<file path="src/rtl/btn_pkg.sv">
package btn_pkg;
  // Strobes from the control unit to the per-channel datapath.
  typedef struct packed {
    logic sampleTick;
  } btnStrobe_t;

  function automatic int unsigned widthFor(input int unsigned maxVal);
    return (maxVal > 1) ? $clog2(maxVal + 1) : 1;
  endfunction
endpackage

</file>
<file path="src/rtl/btnSync.sv">
module btnSync #(
  parameter int unsigned NUM_CH = 4
) (
  input  logic              clk,
  input  logic              rst,
  input  logic [NUM_CH-1:0] rawIn,
  output logic [NUM_CH-1:0] syncOut
);
  logic [NUM_CH-1:0] stageA;

  // Two flops in series: the first may go metastable, the second settles it.
  always_ff @(posedge clk) begin
    if (rst) begin
      stageA  <= '0;
      syncOut <= '0;
    end else begin
      stageA  <= rawIn;
      syncOut <= stageA;
    end
  end
endmodule

</file>
<file path="src/rtl/btnCtrl.sv">
module btnCtrl
  import btn_pkg::*;
#(
  parameter int unsigned SAMPLE_CYCLES = 25000
) (
  input  logic       clk,
  input  logic       rst,
  output btnStrobe_t strobe
);
  localparam int unsigned DIV_W = widthFor(SAMPLE_CYCLES - 1);
  localparam logic [DIV_W-1:0] DIV_LAST = DIV_W'(SAMPLE_CYCLES - 1);

  logic [DIV_W-1:0] divCnt;
  logic             atLast;

  assign atLast = (divCnt == DIV_LAST);

  always_ff @(posedge clk) begin
    if (rst || atLast) divCnt <= '0;
    else               divCnt <= divCnt + 1'b1;
  end

  always_comb begin
    strobe            = '0;
    strobe.sampleTick = atLast;
  end
endmodule

</file>
<file path="src/rtl/btnDatapath.sv">
module btnDatapath
  import btn_pkg::*;
#(
  parameter int unsigned NUM_CH        = 4,
  parameter int unsigned PRESS_SAMPLES = 150
) (
  input  logic              clk,
  input  logic              rst,
  input  btnStrobe_t        strobe,
  input  logic [NUM_CH-1:0] syncIn,
  output logic [NUM_CH-1:0] level,
  output logic [NUM_CH-1:0] pulse
);
  localparam int unsigned CNT_W = widthFor(PRESS_SAMPLES);
  localparam logic [CNT_W-1:0] CNT_TOP = CNT_W'(PRESS_SAMPLES);

  logic [NUM_CH-1:0] levelPrev;

  for (genvar ch = 0; ch < NUM_CH; ch++) begin : g_chan
    logic [CNT_W-1:0] hitCnt;
    logic             saturated;

    assign saturated = (hitCnt == CNT_TOP);

    always_ff @(posedge clk) begin
      if (rst || !syncIn[ch])                     hitCnt <= '0;
      else if (strobe.sampleTick && !saturated)   hitCnt <= hitCnt + 1'b1;
    end

    assign level[ch] = saturated;
  end

  // Rising-edge detector on the clean levels.
  always_ff @(posedge clk) begin
    if (rst) levelPrev <= '0;
    else     levelPrev <= level;
  end

  assign pulse = level & ~levelPrev;
endmodule

</file>
<file path="src/rtl/btnDebounce.sv">
module btnDebounce
  import btn_pkg::*;
#(
  parameter int unsigned NUM_CH        = 4,
  parameter int unsigned SAMPLE_CYCLES = 25000,
  parameter int unsigned PRESS_SAMPLES = 150
) (
  input  logic              clk,
  input  logic              rst,
  input  logic [NUM_CH-1:0] rawIn,
  output logic [NUM_CH-1:0] level,
  output logic [NUM_CH-1:0] pulse
);
  logic [NUM_CH-1:0] syncIn;
  btnStrobe_t        strobe;

  btnSync #(.NUM_CH(NUM_CH)) u_sync (
    .clk(clk), .rst(rst), .rawIn(rawIn), .syncOut(syncIn)
  );

  btnCtrl #(.SAMPLE_CYCLES(SAMPLE_CYCLES)) u_ctrl (
    .clk(clk), .rst(rst), .strobe(strobe)
  );

  btnDatapath #(.NUM_CH(NUM_CH), .PRESS_SAMPLES(PRESS_SAMPLES)) u_dp (
    .clk(clk), .rst(rst), .strobe(strobe), .syncIn(syncIn),
    .level(level), .pulse(pulse)
  );
endmodule

</file>
<file path="config.mk">
export PLATFORM = sky130hd
export DESIGN_NAME = btnDebounce
export DESIGN_NICKNAME = d
export VERILOG_FILES = /design/src/rtl/btn_pkg.sv /design/src/rtl/btnSync.sv /design/src/rtl/btnCtrl.sv /design/src/rtl/btnDatapath.sv /design/src/rtl/btnDebounce.sv
export SDC_FILE = /design/constraint.sdc
export NUM_CORES = 1
export LEC_CHECK = 0
export ABC_AREA = 1
export BUFFER_PORTS_ARGS = -buffer_cell sky130_fd_sc_hd__buf_2
export CAP_MARGIN = 10
export CORE_MARGIN = 2
export CORE_UTILIZATION = 45
export CTS_CLUSTER_DIAMETER = 80
export DETAILED_ROUTE_END_ITERATION = 12
export SYNTH_ARGS = -nofsm -noshare
export SYNTH_HDL_FRONTEND = slang
export SYNTH_SLANG_ARGS = --single-unit
</file>
<file path="constraint.sdc">
create_clock -name clk -period 1.9 [get_ports clk]
set_clock_uncertainty 0.2 [all_clocks]
set_input_delay 0.285 -clock clk [delete_from_list [all_inputs] [get_ports clk]]
set_output_delay 0.285 -clock clk [all_outputs]
set_load 0.005 [all_outputs]
</file>
==> results of run 1 <==
-- cell families (layout without fill, tap and decap cells) --
| group | after synthesis | count (layout) |
|---|---|---|
| compound gates | 10 | 10 |
| xor+xnor | 9 | 9 |
| fa+ha+maj | 9 | 9 |
| buf+inv | 100 | 143 |
| flops | 59 | 59 |
| simple gates | 314 | 314 |
-- path summary, 6_finish.rpt --
check	startpoint	to	slack, ps	cells past startpoint
worst min-delay path	rst	u_sync.syncOut[2]$_SDFF_PP0_	120	2
worst max-delay path	u_dp.g_chan[2].hitCnt[0]$_SDFFE_PP0P_	pulse[2]	60	7
worst min register to register	u_sync.stageA[2]$_SDFF_PP0_	u_sync.syncOut[2]$_SDFF_PP0_	200	2
worst max register to register	u_ctrl.divCnt[0]$_SDFF_PP0_	u_dp.g_chan[2].hitCnt[5]$_SDFFE_PP0P_	140	11
-- worst max-delay path: stages, from the launching register on --
cell,delay [ps]
dfxtp_2,330
inv_2,80
ha_4,140
nand3_4,80
nor2_4,120
inv_2,50
nor2_1,90
buf_2,110
-- timing repair --
item / CTS / global route
resized for setup: 3 / 36
pin swaps: 1 / 8
hold endpoints to repair: 4 / 0
setup endpoints to repair: 4 / 37
setup buffers: 2 / 9
gates cloned: 0 / 2
hold buffers: 4 / 0
-- layout make-up --
class | instances | area (um^2) | area share
multi-input cells | 342 | 1630 | 0.433
flip-flops and latches | 59 | 1190 | 0.316
inverters | 91 | 342 | 0.0904
repair buffers | 37 | 327 | 0.0865
clock buffers | 12 | 145 | 0.0384
well taps | 96 | 120 | 0.0318
clock inverters | 3 | 15.0 | 0.00397
-- synthesized netlist by cell type, types with 3 or more instances --
master	n
xor2_1	6
a21oi_1	6
nor2_4	4
nand3_1	41
nand3_2	3
xnor2_1	3
nand2_1	136
dfxtp_1	59
inv_1	90
nor2_1	112
nand4_1	3
o21ai_0	4
buf_4	7
nor3_1	9
ha_1	9
-- routing by layer --
metal / part of all wire / GRT usage / up-vias / wire length (um)
met5: 0 / 0 / - / 0
met4: 0.015 / 0.0629 / 0 / 99
met3: 0.049 / 0.0528 / 10 / 333
met2: 0.43 / 0.275 / 53 / 2900
met1: 0.51 / 0.248 / 1286 / 3450
li1: - / - / 1573 / -
-- registers in the layout, summed over array words and instances, names as in the netlist --
register,count
u_sync.stageA,4
u_sync.syncOut,4
u_ctrl.divCnt,15
u_dp.g_chan.hitCnt,32
u_dp.levelPrev,4
-- report_power, final --
part / internal (uW) / switching [uW]
combinational: 24.8 / 35.1
clock: 495 / 477
sequential: 1250 / 6.57
-- through the flow --
step | instances | total power (uW) | hold WS [ps] | utilization
after floorplan | 501 | 1320 | 156 | -
after global placement | 608 | 1330 | 193 | 0.490
after detailed placement | 608 | 1340 | 207 | 0.490
after CTS | 629 | 2320 | 108 | 0.523
after global routing | 640 | 2390 | 132 | 0.556
final | 640 | 2290 | 117 | 0.556
==> run_summary.xml, run 1 <==
<?xml version="1.0" encoding="UTF-8"?>
<metrics>
  <group name="status">
    <metric name="run_status" unit="">complete, no violations</metric>
  </group>
  <group name="layout">
    <metric name="mostFrequentLayoutCell" unit="">nand2_1</metric>
    <metric name="diodes" unit="">0</metric>
    <metric name="syn2layout_area_growth" unit="%">19.9</metric>
    <metric name="layout.cells.most_common_list" unit="">nand2_1, nor2_1, inv_1</metric>
    <metric name="fill_cells" unit="">680</metric>
    <metric name="final_nets" unit="">555</metric>
    <metric name="final_layout_size_suffix_gt1_frac" unit="">0.165</metric>
    <metric name="finalInstanceArea" unit="mm^2">0.00378</metric>
  </group>
  <group name="setup_path">
    <metric name="data_arrival_time_of_the_worst_path" unit="ps">1350</metric>
    <metric name="critPathLaunchType" unit="">flip-flop</metric>
    <metric name="timing.setup.critical_path_class" unit="">flip-flop to output pin</metric>
    <metric name="cp.required" unit="ps">1410</metric>
    <metric name="crit_fanout" unit="">3</metric>
    <metric name="end_kind" unit="">output pin</metric>
  </group>
  <group name="global_route">
    <metric name="sum_of_overflow_across_all_layers_after_global_routing" unit="">0</metric>
    <metric name="grt_antenna_before_repair" unit="">0</metric>
    <metric name="grt_first_pass_wirelength" unit="um">10900</metric>
    <metric name="first_global_vias" unit="">2477</metric>
    <metric name="grt_start_max_net_pins" unit="">23</metric>
    <metric name="track_usage" unit="">0.182</metric>
  </group>
  <group name="clock_tree">
    <metric name="tritoncts_clock_tree" unit="">yes</metric>
    <metric name="worst_setup_hold_path_clk_slew" unit="ps">70</metric>
    <metric name="clock_path_buffers" unit="">2</metric>
    <metric name="cts.htree.levels" unit="">3</metric>
    <metric name="insertion_delay" unit="ps">340</metric>
    <metric name="cts-buffers-inserted" unit="">9</metric>
    <metric name="cts.sink_count" unit="">59</metric>
    <metric name="clockRootBuffer" unit="">clkbuf_8</metric>
  </group>
  <group name="logic_synthesis">
    <metric name="synth-adder-area-share" unit="">0.0358</metric>
    <metric name="synth-edff-count" unit="">0</metric>
    <metric name="synthFlopType" unit="">dfxtp_1</metric>
    <metric name="async_flop_share" unit="">0</metric>
    <metric name="ys_seq_area_frac" unit="">0.375</metric>
    <metric name="netlist_area" unit="mm^2">0.00315</metric>
    <metric name="synth_nets" unit="">516</metric>
    <metric name="synth-xor-area-share" unit="">0.0250</metric>
    <metric name="synth_top_family_by_area" unit="">simple AND/OR/NAND/NOR gates</metric>
    <metric name="synth-compound-area-share" unit="">0.0159</metric>
    <metric name="synth_mux_area_frac" unit="">0</metric>
    <metric name="synth_cells" unit="">501</metric>
    <metric name="synth_top_cell_area_share" unit="">0.375</metric>
    <metric name="ys_types" unit="">23</metric>
    <metric name="top_cell_type_by_total_area_after_synthesis" unit="">dfxtp_1</metric>
    <metric name="synth-simple-area-share" unit="">0.418</metric>
    <metric name="synthesis.yosys.warnings" unit="">0</metric>
    <metric name="synth-seq-cells" unit="">59</metric>
    <metric name="syn_avg_cell_area" unit="um^2">6.29</metric>
    <metric name="synth.area.top_cells" unit="">dfxtp_1, nand2_1, nor2_1, inv_1, nand3_1</metric>
  </group>
  <group name="die">
    <metric name="core_area" unit="mm^2">0.00679</metric>
    <metric name="die_x" unit="um">87.7</metric>
    <metric name="i_o_pin_total" unit="">14</metric>
    <metric name="die_area" unit="mm^2">0.00768</metric>
    <metric name="rows" unit="">30</metric>
    <metric name="die_ht" unit="um">87.7</metric>
    <metric name="initial_core_util" unit="">0.464</metric>
  </group>
  <group name="power_and_ir_drop">
    <metric name="cellPowerDensity" unit="mW/mm^2">606</metric>
    <metric name="power.static_leakage" unit="uW">0.00170</metric>
    <metric name="ir_worst_vdd" unit="mV">0.330</metric>
  </group>
  <group name="routing">
    <metric name="route.detailed.vias_per_inst" unit="">4.57</metric>
    <metric name="total_length_of_routed_wires" unit="um">6790</metric>
    <metric name="first_iter_violations" unit="">104</metric>
    <metric name="vias" unit="">2922</metric>
    <metric name="first_pass_iters" unit="">4</metric>
    <metric name="drt.antenna.violating_nets" unit="">0</metric>
    <metric name="drc_errors" unit="">0</metric>
    <metric name="post_drt_wl_per_cell" unit="um">10.6</metric>
  </group>
  <group name="timing">
    <metric name="fin_ws" unit="ps">64.0</metric>
    <metric name="tns" unit="ps">0</metric>
    <metric name="slew_headroom" unit="">0.755</metric>
    <metric name="layout_worst_path_cycle_share" unit="">0.966</metric>
    <metric name="maxSlewViolCount" unit="">0</metric>
    <metric name="max_freq" unit="MHz">545</metric>
    <metric name="finalSetupViolCount" unit="">0</metric>
    <metric name="hold_viol" unit="">0</metric>
    <metric name="timing.final.crit_period" unit="ps">1840</metric>
    <metric name="tightestPinTransition" unit="ps">365</metric>
    <metric name="rsz_0062_raised_after_global_routing" unit="">yes</metric>
  </group>
  <group name="placement">
    <metric name="placed_area" unit="mm^2">0.00333</metric>
    <metric name="place_ws" unit="ps">62.0</metric>
    <metric name="place_hpwl" unit="um">4690</metric>
    <metric name="port_buffers" unit="">13</metric>
    <metric name="finalWeightedCongestion" unit="">0.879</metric>
  </group>
  <group name="min_path">
    <metric name="min-delay-path-class" unit="">input port to flip-flop</metric>
  </group>
  <group name="flow_run">
    <metric name="max-cap-violations" unit="">0</metric>
  </group>
</metrics>
No activity file was read; power rests on OpenSTA's default activity.
==> run 2: changes to the inputs <==
--- a/config.mk
+++ b/config.mk
@@ -7,11 +7,11 @@
 export LEC_CHECK = 0
 export ABC_AREA = 1
 export BUFFER_PORTS_ARGS = -buffer_cell sky130_fd_sc_hd__buf_2
-export CAP_MARGIN = 10
 export CORE_MARGIN = 2
 export CORE_UTILIZATION = 45
 export CTS_CLUSTER_DIAMETER = 80
 export DETAILED_ROUTE_END_ITERATION = 12
+export SKIP_CTS_REPAIR_TIMING = 1
 export SYNTH_ARGS = -nofsm -noshare
 export SYNTH_HDL_FRONTEND = slang
 export SYNTH_SLANG_ARGS = --single-unit
==> constraint.sdc (replaced) <==
create_clock -name clk -period 2.1 [get_ports clk]
set_clock_uncertainty 0.2 [all_clocks]
set_input_delay 0.315 -clock clk [delete_from_list [all_inputs] [get_ports clk]]
set_output_delay 0.315 -clock clk [all_outputs]
set_load 0.005 [all_outputs]
==> run 2 against run 1 <==
Compared with the run above:
- the run now ends with negative hold slack left
- clock power rose by 6%
- hold slack got worse by 120 ps
- power fell by 3.0%
- routed wire length fell by 8.2%
- combinational power fell by 18%
- critical endpoint unchanged
- largest cell class unchanged
- highest routed layer unchanged
==> run_summary.xml, run 2 (same netlist as run 1, synthesis figures left out) <==
<?xml version="1.0" encoding="UTF-8"?>
<metrics>
  <group name="placement">
    <metric name="port_buffers" unit="">13</metric>
    <metric name="placed_cells_incl_taps" unit="">603</metric>
    <metric name="finalWeightedCongestion" unit="">0.804</metric>
    <metric name="place_ws" unit="ps">141</metric>
    <metric name="place_hpwl" unit="um">4480</metric>
  </group>
  <group name="routing">
    <metric name="first_pass_iters" unit="">4</metric>
    <metric name="drt.antenna.violating_nets" unit="">0</metric>
    <metric name="vias" unit="">2814</metric>
    <metric name="post_drt_wl_per_cell" unit="um">9.99</metric>
    <metric name="total_length_of_routed_wires" unit="um">6240</metric>
    <metric name="drc_errors" unit="">0</metric>
    <metric name="route.detailed.vias_per_inst" unit="">4.51</metric>
    <metric name="first_iter_violations" unit="">98</metric>
  </group>
  <group name="timing">
    <metric name="finalSetupViolCount" unit="">0</metric>
    <metric name="min_hold_slack" unit="ps">-3.78</metric>
    <metric name="fin_ws" unit="ps">149</metric>
    <metric name="tns" unit="ps">0</metric>
    <metric name="rsz_0062_raised_after_global_routing" unit="">yes</metric>
    <metric name="hold_viol" unit="">1</metric>
    <metric name="timing.final.crit_period" unit="ps">1950</metric>
    <metric name="tightestPinTransition" unit="ps">571</metric>
    <metric name="slew_headroom" unit="">0.618</metric>
    <metric name="max_freq" unit="MHz">512</metric>
    <metric name="layout_worst_path_cycle_share" unit="">0.929</metric>
    <metric name="maxSlewViolCount" unit="">0</metric>
  </group>
  <group name="die">
    <metric name="i_o_pin_total" unit="">14</metric>
    <metric name="die_ht" unit="um">87.7</metric>
    <metric name="initial_core_util" unit="">0.464</metric>
    <metric name="rows" unit="">30</metric>
    <metric name="die_area" unit="mm^2">0.00768</metric>
    <metric name="die_x" unit="um">87.7</metric>
    <metric name="core_area" unit="mm^2">0.00679</metric>
  </group>
  <group name="setup_path">
    <metric name="ff2ff_path_depth" unit="">10</metric>
    <metric name="endpoint" unit="">pulse[2]</metric>
    <metric name="timing.critical_path.cells" unit="">inv_1 &gt; ha_1 &gt; nand3_2 &gt; nor2_4 &gt; inv_1 &gt; nor2_1 &gt; buf_2</metric>
    <metric name="critPathMaxStageDelay" unit="ps">320</metric>
    <metric name="worstSetupStartpoint" unit="">u_dp.g_chan[2].hitCnt[0]$_SDFFE_PP0P_</metric>
    <metric name="r2r_end" unit="">u_ctrl.divCnt[10]$_SDFF_PP0_</metric>
    <metric name="cp.required" unit="ps">1580</metric>
    <metric name="data_arrival_time_of_the_worst_path" unit="ps">1440</metric>
    <metric name="crit_path_frequent_cell" unit="">inv_1</metric>
    <metric name="reg2reg_setup_slack" unit="ps">250</metric>
    <metric name="critical-path-slowest-cell" unit="">dfxtp_1</metric>
    <metric name="end_kind" unit="">output pin</metric>
    <metric name="critPathLaunchType" unit="">flip-flop</metric>
    <metric name="critical_path.reg2reg.startpoint" unit="">u_ctrl.divCnt[0]$_SDFF_PP0_</metric>
    <metric name="crit_fanout" unit="">3</metric>
    <metric name="timing.setup.critical_path_class" unit="">flip-flop to output pin</metric>
  </group>
  <group name="flow_run">
    <metric name="max-cap-violations" unit="">0</metric>
  </group>
  <group name="layout">
    <metric name="mostFrequentLayoutCell" unit="">nand2_1</metric>
    <metric name="layout.cells.most_common_list" unit="">nand2_1, nor2_1, inv_1</metric>
    <metric name="registers.top_by_ff_count" unit="">u_dp.g_chan.hitCnt</metric>
    <metric name="reg.largest.list" unit="">u_dp.g_chan.hitCnt x32, u_ctrl.divCnt x15</metric>
    <metric name="diodes" unit="">0</metric>
    <metric name="layout.core_utilization" unit="">0.525</metric>
    <metric name="syn2layout_area_growth" unit="%">13.2</metric>
    <metric name="largest_register_ffs" unit="">32</metric>
    <metric name="final_layout_size_suffix_gt1_frac" unit="">0.0928</metric>
    <metric name="stdcell_count" unit="">624</metric>
    <metric name="final_nets" unit="">538</metric>
  </group>
  <group name="status">
    <metric name="run_status" unit="">finished with violations</metric>
    <metric name="violations" unit="">negative hold slack</metric>
  </group>
  <group name="power_and_ir_drop">
    <metric name="power.static_leakage" unit="uW">0.00161</metric>
    <metric name="cellPowerDensity" unit="mW/mm^2">622</metric>
    <metric name="ir_worst_vdd" unit="mV">0.390</metric>
  </group>
  <group name="global_route">
    <metric name="grt_antenna_before_repair" unit="">0</metric>
    <metric name="first_global_vias" unit="">2518</metric>
    <metric name="track_usage" unit="">0.180</metric>
    <metric name="grt_start_max_net_pins" unit="">33</metric>
    <metric name="sum_of_overflow_across_all_layers_after_global_routing" unit="">0</metric>
    <metric name="grt_first_pass_wirelength" unit="um">10900</metric>
  </group>
  <group name="clock_tree">
    <metric name="cts-buffers-inserted" unit="">9</metric>
    <metric name="cts.htree.levels" unit="">3</metric>
    <metric name="cts.sink_count" unit="">59</metric>
    <metric name="insertion_delay" unit="ps">340</metric>
    <metric name="worst_setup_hold_path_clk_slew" unit="ps">70</metric>
    <metric name="clockRootBuffer" unit="">clkbuf_8</metric>
    <metric name="clock_path_buffers" unit="">2</metric>
    <metric name="tritoncts_clock_tree" unit="">yes</metric>
  </group>
  <group name="min_path">
    <metric name="min-delay-path-class" unit="">input port to flip-flop</metric>
  </group>
</metrics>
run 2: critical path, delay by kind of cell, from the launching register on:
kind          cells  cell delay, ps
buf+inv           3             280
simple gates      3             310
fa+ha+maj         1             190
flops             1             320
run 2: worst min path at each step:
stage,cells past startpoint,to,from
2_1_floorplan,1,u_sync.stageA[0]$_SDFF_PP0_,rst
3_3_place_gp,2,u_sync.syncOut[3]$_SDFF_PP0_,u_sync.stageA[3]$_SDFF_PP0_
3_5_place_dp,2,u_sync.syncOut[0]$_SDFF_PP0_,u_sync.stageA[0]$_SDFF_PP0_
4_1_cts,3,u_sync.stageA[2]$_SDFF_PP0_,rawIn[2]
5_1_grt,3,u_sync.stageA[0]$_SDFF_PP0_,rawIn[0]
6_report,3,u_sync.stageA[0]$_SDFF_PP0_,rawIn[0]
run 2: per-layer routing:
metal / global-route usage / vias up / wire length [um]
met5: 0 / - / 0
met4: 0.0615 / 0 / 77
met3: 0.0452 / 8 / 185
met2: 0.300 / 33 / 2940
met1: 0.228 / 1236 / 3030
li1: - / 1537 / -
run 2: area by class of cell:
cell class / count / area (um^2)
Fill cell: 713 / 3230
Tap cell: 96 / 120
Clock inverter: 4 / 50.0
Timing Repair Buffer: 20 / 138
Inverter: 91 / 342
Sequential cell: 59 / 1180
Clock buffer: 12 / 145
Multi-Input combinational cell: 342 / 1590
run 2: power by group:
part           internal (uW)  total [uW]  switching, uW
sequential              1130        1140           5.52
clock                    579        1030            453
combinational           18.9        49.3           30.4
total                   1730        2220            489
run 2: through the flow:
step	instance area [um^2]	power (uW)	hold slack, ps
2_1_floorplan	3150	1190	186
3_3_place_gp	3290	1210	189
3_5_place_dp	3290	1210	194
4_1_cts	3490	2260	-43.9
5_1_grt	3560	2310	3.66
6_report	3560	2220	-3.78
